===== config.mk =====
export PLATFORM = sky130hd
export DESIGN_NAME = vcfg_unit
export DESIGN_NICKNAME = d
export VERILOG_FILES = /design/src/rtl/vcfg_pkg.sv /design/src/rtl/vcfg_vtype_dec.sv /design/src/rtl/vcfg_vl_sel.sv /design/src/rtl/vcfg_unit.sv
export SDC_FILE = /design/constraint.sdc
export NUM_CORES = 1
export LEC_CHECK = 0
export BUFFER_PORTS_ARGS = -buffer_cell sky130_fd_sc_hd__buf_2
export CAP_MARGIN = 25
export CORE_AREA = 2 2 107 109
export DETAILED_ROUTE_END_ITERATION = 8
export DIE_AREA = 0 0 109 111
export GPL_ROUTABILITY_DRIVEN = 0
export PLACE_DENSITY = 0.74
export SYNTH_ARGS = -nofsm -noshare
export SYNTH_HDL_FRONTEND = slang
export SYNTH_HIERARCHICAL = 1
export SYNTH_SLANG_ARGS = --single-unit

===== constraint.sdc =====
create_clock -name clk_i -period 6.32 [get_ports clk_i]
set_input_delay 1.264 -clock clk_i [delete_from_list [all_inputs] [get_ports clk_i]]
set_output_delay 1.264 -clock clk_i [all_outputs]
set_load 0.05 [all_outputs]

===== src/rtl/vcfg_pkg.sv =====
package vcfg_pkg;

    // Low eight bits of the type immediate / type word, LSB last.
    typedef struct packed {
        logic       ma;
        logic       ta;
        logic [2:0] vsew;
        logic [2:0] vlmul;
    } vtype_fields_t;

    typedef enum logic [1:0] {
        AVL_FROM_REG = 2'd0,
        AVL_FROM_MAX = 2'd1,
        AVL_KEEP     = 2'd2
    } avl_mode_e;

    localparam int unsigned FIELD_BITS  = 8;
    localparam logic [2:0]  VSEW_TOP    = 3'd3;
    localparam logic [2:0]  VLMUL_RSVD  = 3'd4;

    function automatic int sew_log2(input logic [2:0] vsew);
        return 3 + int'(vsew);
    endfunction

    function automatic int lmul_log2(input logic [2:0] vlmul);
        case (vlmul)
            3'd0:    return 0;
            3'd1:    return 1;
            3'd2:    return 2;
            3'd3:    return 3;
            3'd5:    return -3;
            3'd6:    return -2;
            3'd7:    return -1;
            default: return 0;
        endcase
    endfunction

    function automatic avl_mode_e pick_mode(input logic rd_zero, input logic rs1_zero);
        if (!rs1_zero)    return AVL_FROM_REG;
        else if (!rd_zero) return AVL_FROM_MAX;
        else              return AVL_KEEP;
    endfunction

endpackage


===== src/rtl/vcfg_vtype_dec.sv =====
module vcfg_vtype_dec
    import vcfg_pkg::*;
#(
    parameter int VTYPEI_W = 11,
    parameter int VLEN     = 128,
    parameter int ELEN     = 64,
    parameter int VL_W     = $clog2(VLEN) + 1
) (
    input  logic [VTYPEI_W-1:0] vtypei_i,
    output logic                legal_o,
    output logic [VL_W-1:0]     vlmax_o
);
    localparam int VLEN_LOG2 = $clog2(VLEN);
    localparam int ELEN_LOG2 = $clog2(ELEN);

    logic          rsvd_ok;
    vtype_fields_t f;
    int            lmul_l;
    int            sew_l;
    int            shamt;

    if (VTYPEI_W > FIELD_BITS) begin : g_rsvd
        assign rsvd_ok = (vtypei_i[VTYPEI_W-1:FIELD_BITS] == '0);
    end else begin : g_no_rsvd
        assign rsvd_ok = 1'b1;
    end

    always_comb begin
        f       = vtype_fields_t'(vtypei_i[FIELD_BITS-1:0]);
        lmul_l  = lmul_log2(f.vlmul);
        sew_l   = sew_log2(f.vsew);
        legal_o = rsvd_ok
                  && (f.vsew <= VSEW_TOP)
                  && (f.vlmul != VLMUL_RSVD)
                  && ((ELEN_LOG2 + lmul_l) >= sew_l);
        shamt   = VLEN_LOG2 + lmul_l - sew_l;
        vlmax_o = legal_o ? (VL_W'(1) << shamt) : '0;
    end

endmodule


===== src/rtl/vcfg_vl_sel.sv =====
module vcfg_vl_sel
    import vcfg_pkg::*;
#(
    parameter int XLEN = 64,
    parameter int VL_W = 8
) (
    input  avl_mode_e        mode_i,
    input  logic             new_legal_i,
    input  logic [VL_W-1:0]  new_vlmax_i,
    input  logic             cur_ok_i,
    input  logic [VL_W-1:0]  cur_vlmax_i,
    input  logic [VL_W-1:0]  cur_vl_i,
    input  logic [XLEN-1:0]  avl_i,
    output logic             next_vill_o,
    output logic [VL_W-1:0]  next_vl_o
);
    always_comb begin
        next_vill_o = !new_legal_i;
        next_vl_o   = new_vlmax_i;
        case (mode_i)
            AVL_FROM_REG: begin
                next_vl_o = (avl_i > XLEN'(new_vlmax_i)) ? new_vlmax_i : avl_i[VL_W-1:0];
            end
            AVL_FROM_MAX: begin
                next_vl_o = new_vlmax_i;
            end
            AVL_KEEP: begin
                next_vill_o = !new_legal_i || !cur_ok_i || (new_vlmax_i != cur_vlmax_i);
                next_vl_o   = cur_vl_i;
            end
            default: begin
                next_vill_o = 1'b1;
            end
        endcase
        if (next_vill_o) begin
            next_vl_o = '0;
        end
    end

endmodule


===== src/rtl/vcfg_unit.sv =====
module vcfg_unit
    import vcfg_pkg::*;
#(
    parameter int XLEN     = 64,
    parameter int VLEN     = 128,
    parameter int ELEN     = 64,
    parameter int VTYPEI_W = 11
) (
    input  logic                clk_i,
    input  logic                rst_i,
    input  logic                req_valid_i,
    input  logic                req_rd_zero_i,
    input  logic                req_rs1_zero_i,
    input  logic [XLEN-1:0]     req_avl_i,
    input  logic [VTYPEI_W-1:0] req_vtypei_i,
    output logic                wb_valid_o,
    output logic                wb_rd_we_o,
    output logic [XLEN-1:0]     wb_rd_data_o,
    output logic [XLEN-1:0]     csr_vtype_o,
    output logic [XLEN-1:0]     csr_vl_o
);
    localparam int VL_W   = $clog2(VLEN) + 1;
    localparam int GAP_W  = XLEN - 1 - FIELD_BITS;

    logic          vill_q;
    vtype_fields_t fields_q;
    logic [VL_W-1:0] vl_q;
    logic          wb_valid_q;
    logic          wb_we_q;
    logic [XLEN-1:0] wb_data_q;

    logic          new_legal;
    logic [VL_W-1:0] new_vlmax;
    logic          cur_legal;
    logic [VL_W-1:0] cur_vlmax;
    logic          next_vill;
    logic [VL_W-1:0] next_vl;
    avl_mode_e     mode;
    vtype_fields_t new_fields;

    assign mode       = pick_mode(req_rd_zero_i, req_rs1_zero_i);
    assign new_fields = vtype_fields_t'(req_vtypei_i[FIELD_BITS-1:0]);

    vcfg_vtype_dec #(
        .VTYPEI_W (VTYPEI_W),
        .VLEN     (VLEN),
        .ELEN     (ELEN),
        .VL_W     (VL_W)
    ) u_dec_new (
        .vtypei_i (req_vtypei_i),
        .legal_o  (new_legal),
        .vlmax_o  (new_vlmax)
    );

    vcfg_vtype_dec #(
        .VTYPEI_W (VTYPEI_W),
        .VLEN     (VLEN),
        .ELEN     (ELEN),
        .VL_W     (VL_W)
    ) u_dec_cur (
        .vtypei_i (VTYPEI_W'(fields_q)),
        .legal_o  (cur_legal),
        .vlmax_o  (cur_vlmax)
    );

    vcfg_vl_sel #(
        .XLEN (XLEN),
        .VL_W (VL_W)
    ) u_vl_sel (
        .mode_i      (mode),
        .new_legal_i (new_legal),
        .new_vlmax_i (new_vlmax),
        .cur_ok_i    (!vill_q && cur_legal),
        .cur_vlmax_i (cur_vlmax),
        .cur_vl_i    (vl_q),
        .avl_i       (req_avl_i),
        .next_vill_o (next_vill),
        .next_vl_o   (next_vl)
    );

    always_ff @(posedge clk_i) begin
        if (rst_i) begin
            vill_q     <= 1'b1;
            fields_q   <= '0;
            vl_q       <= '0;
            wb_valid_q <= 1'b0;
            wb_we_q    <= 1'b0;
            wb_data_q  <= '0;
        end else begin
            wb_valid_q <= req_valid_i;
            wb_we_q    <= req_valid_i && !req_rd_zero_i;
            if (req_valid_i) begin
                vill_q    <= next_vill;
                fields_q  <= next_vill ? '0 : new_fields;
                vl_q      <= next_vl;
                wb_data_q <= XLEN'(next_vl);
            end
        end
    end

    assign csr_vtype_o  = {vill_q, {GAP_W{1'b0}}, fields_q};
    assign csr_vl_o     = XLEN'(vl_q);
    assign wb_valid_o   = wb_valid_q;
    assign wb_rd_we_o   = wb_we_q;
    assign wb_rd_data_o = wb_data_q;

endmodule


==> impl_metrics.toml <==
[timing]
skew_ns = 0.00223
post-route-period-util_pct = 89.8
rsz0062_at_grt = "no"
whs_ns = 0.472
hold_violations = 0
setup_slack_ns = 0.647
worst_pin_slew_ns = 0.621
slew-limit-headroom_pct = 58.2
setup_viol = 0
fin_tns_setup_ns = 0
period_minus_slack_ns = 5.67
max_freq_ghz = 0.176
slew_violations = 0

[synthesis]
synth_cell_types = 46
synthAdderAreaFrac_pct = 15.1
netlist_area_um2 = 3860
synth_top_area_share_pct = 34.6
syn_inst = 491
synth_compound_area_share_pct = 9.18
syn_area_per_cell_um2 = 7.86
yosysTopAreaCell = "buf_4"
ys_async_sr_fraction_pct = 0
synth_xor_area_share_pct = 2.72
synthMuxAreaShare_pct = 2.08
synth_top_family_by_area = "buffers and inverters"
yosys.area_share.simple_pct = 20.7
synthFlopType = "dfxtp_1"
yosysWarningCount = 6
synth-seq-area-share_pct = 9.86
synth_enable_flop_cells = 0
synth_area_leaders = "buf_4, ha_1, dfxtp_1, inv_1, nor4_1"
ys_ff_latch = 19

[clocking]
clkLatencyLatePin_ns = 0.25
cts_inserted_buffers = 3
cts_tree = "built"
clkTransAtPathRegs_ns = 0.06
postCtsSetupBuffers = 0
root_buffer = "clkbuf_16"
cts_sinks = 19
h-tree-depth = 1
cts_hold_buf = 0
cts_buffer_depth = 2
post_cts_resized = 0

[routing]
wl_per_cell_um = 10.6
drt-initial-drc-count = 112
routed_wl_um = 7700
ant_nets = 0
vias = 2973
vias_per_cell = 4.08
drc = 0
drt-pass1-iter-count = 4

[worst_setup_path]
slowest_delay_ns = 0.50
critical_path_required_ns = 6.51
crit_chain = "buf_2 > inv_1 > ha_1 > xor2_1 > ha_1 > fa_1 > a21oi_1 > inv_1 > ha_1 > or3_1 > nor4b_1 > and3_1 > inv_1 > ha_1 > a211oi_1 > nor2_1 > nor4bb_1 > o21a_1 > nand4_1 > buf_4 > o221ai_1 > mux2i_1 > nor2_1"
end_kind = "flip-flop"
worstPathMaxFanout = 8
path_buf_inv = 5
worstSetupStartpointType = "input port"
crit_slowest_cell = "or3_1"
path_class = "in -> reg"
arrival_ns = 5.87
crit_top_cell = "ha_1"
cp_top_family = "simple AND/OR/NAND/NOR gates"

[global_routing]
grt_max_degree = 28
grt.total_usage_pct = 12.1
grt_antenna_before_repair = 0
grt_pass1_vias = 2499
grt_pass1_wl_um = 11900
grt_overflow_total = 0

[die]
rows = 39
die_w_um = 109
chipHeight_um = 111
core_area_um2 = 11100
start_util_pct = 34.8
top_level_ports = 274
die_area_um2 = 12100

[final_layout]
finalNetCount = 710
antenna_cells = 0
final_cell_mix = "conb_1, buf_2, ha_1, inv_1"
final-instance-count-excl-fill = 728
final_common_cell = "conb_1"
area_growth_pct = 0.876
drive_above_1_share_pct = 20.3

[place]
dp_cells = 723
io_buffers = 106
dp_slack_ns = 0.214
dp_hpwl_um = 6700

[power_and_ir_drop]
leakagePower_nw = 2.17
vdd_drop_max_mv = 0.0776
p_per_area_nw_per_um2 = 150

[min_path]
worstHoldPathType = "reg -> reg"

[outcome]
status = "finished clean"

[job]
drv_cap = 0
## per-stage QoR
step / utilization [%] / instance area (µm²) / power, mW
after floorplan: - / 4490 / 0.494
after global placement: 34.3 / 3800 / 0.449
after detailed placement: 34.3 / 3800 / 0.451
after CTS: 35.1 / 3880 / 0.584
after global routing: 35.1 / 3890 / 0.614
final: 35.1 / 3890 / 0.583
## registers in the layout, summed over array words and instances, names as in the netlist
name / count
csr_vtype_o: 8
vill_q: 1
wb_rd_data_o: 8
wb_rd_we_o: 1
wb_valid_o: 1
## layer usage
metal | track usage (%) | wire length (µm) | vias to the layer above
met2 | 20.3 | 3820 | 132
met5 | 0 | 0 | -
met1 | 15.7 | 3210 | 1319
met3 | 1.29 | 507 | 10
li1 | - | - | 1512
met4 | 4.70 | 166 | 0
## logic make-up after synthesis
logic type | count (synthesis)
simple gates | 129
flops | 19
other cells | 1
buf+inv | 225
compound gates | 53
xor+xnor | 12
mux | 8
fa+ha+maj | 44
## cell type report
cell class,instances,area [µm²]
Fill cell,1203,7190
Multi-Input combinational cell,416,2560
Timing Repair Buffer,110,561
Sequential cell,19,380
Tap cell,143,179
Inverter,36,135
Clock buffer,3,75.1
Clock inverter,1,5.00
## where the power goes
| part | switching (mW) | total, mW | internal (mW) |
|---|---|---|---|
| combinational | 0.278 | 0.330 | 0.0520 |
| clock | 0.0468 | 0.132 | 0.0849 |
| sequential | 0.000684 | 0.122 | 0.121 |
## worst paths after layout
| check | slack [ns] | cells after the start | startpoint | to |
|---|---|---|---|---|
| worst min-delay path | 0.47 | 2 | csr_vtype_o[7] | csr_vtype_o[7] |
| worst max register to register | 1.40 | 20 | csr_vtype_o[0] | wb_rd_data_o[4] |
| worst max-delay path | 0.65 | 23 | req_vtypei_i[3] | wb_rd_data_o[4] |
| worst min register to register | 0.47 | 2 | csr_vtype_o[7] | csr_vtype_o[7] |
## synth_stat cells (all sizes together), types with 2 or more instances
master	number
nor2b	9
o21ai	9
dfxtp	19
nand4	6
a21oi	14
xor2	3
nand2	13
o221ai	8
inv	36
and4	2
fa	4
nand2b	10
or2	2
nor4bb	3
a211oi	3
a31o	2
or3	2
nor4b	6
xnor2	9
clkbuf	5
nor2	15
ha	40
and2	3
a31oi	6
o31ai	3
and3	18
a21o	4
nand3b	10
mux2i	8
nor3	2
nand3	7
buf	184
nor4	20
## worst min-delay path, cell delays in order (launching register included)
cell,delay [ns]
dfxtp_1,0.31
nand2b_1,0.06
a21oi_1,0.05
(Power assumes the default switching activity.)
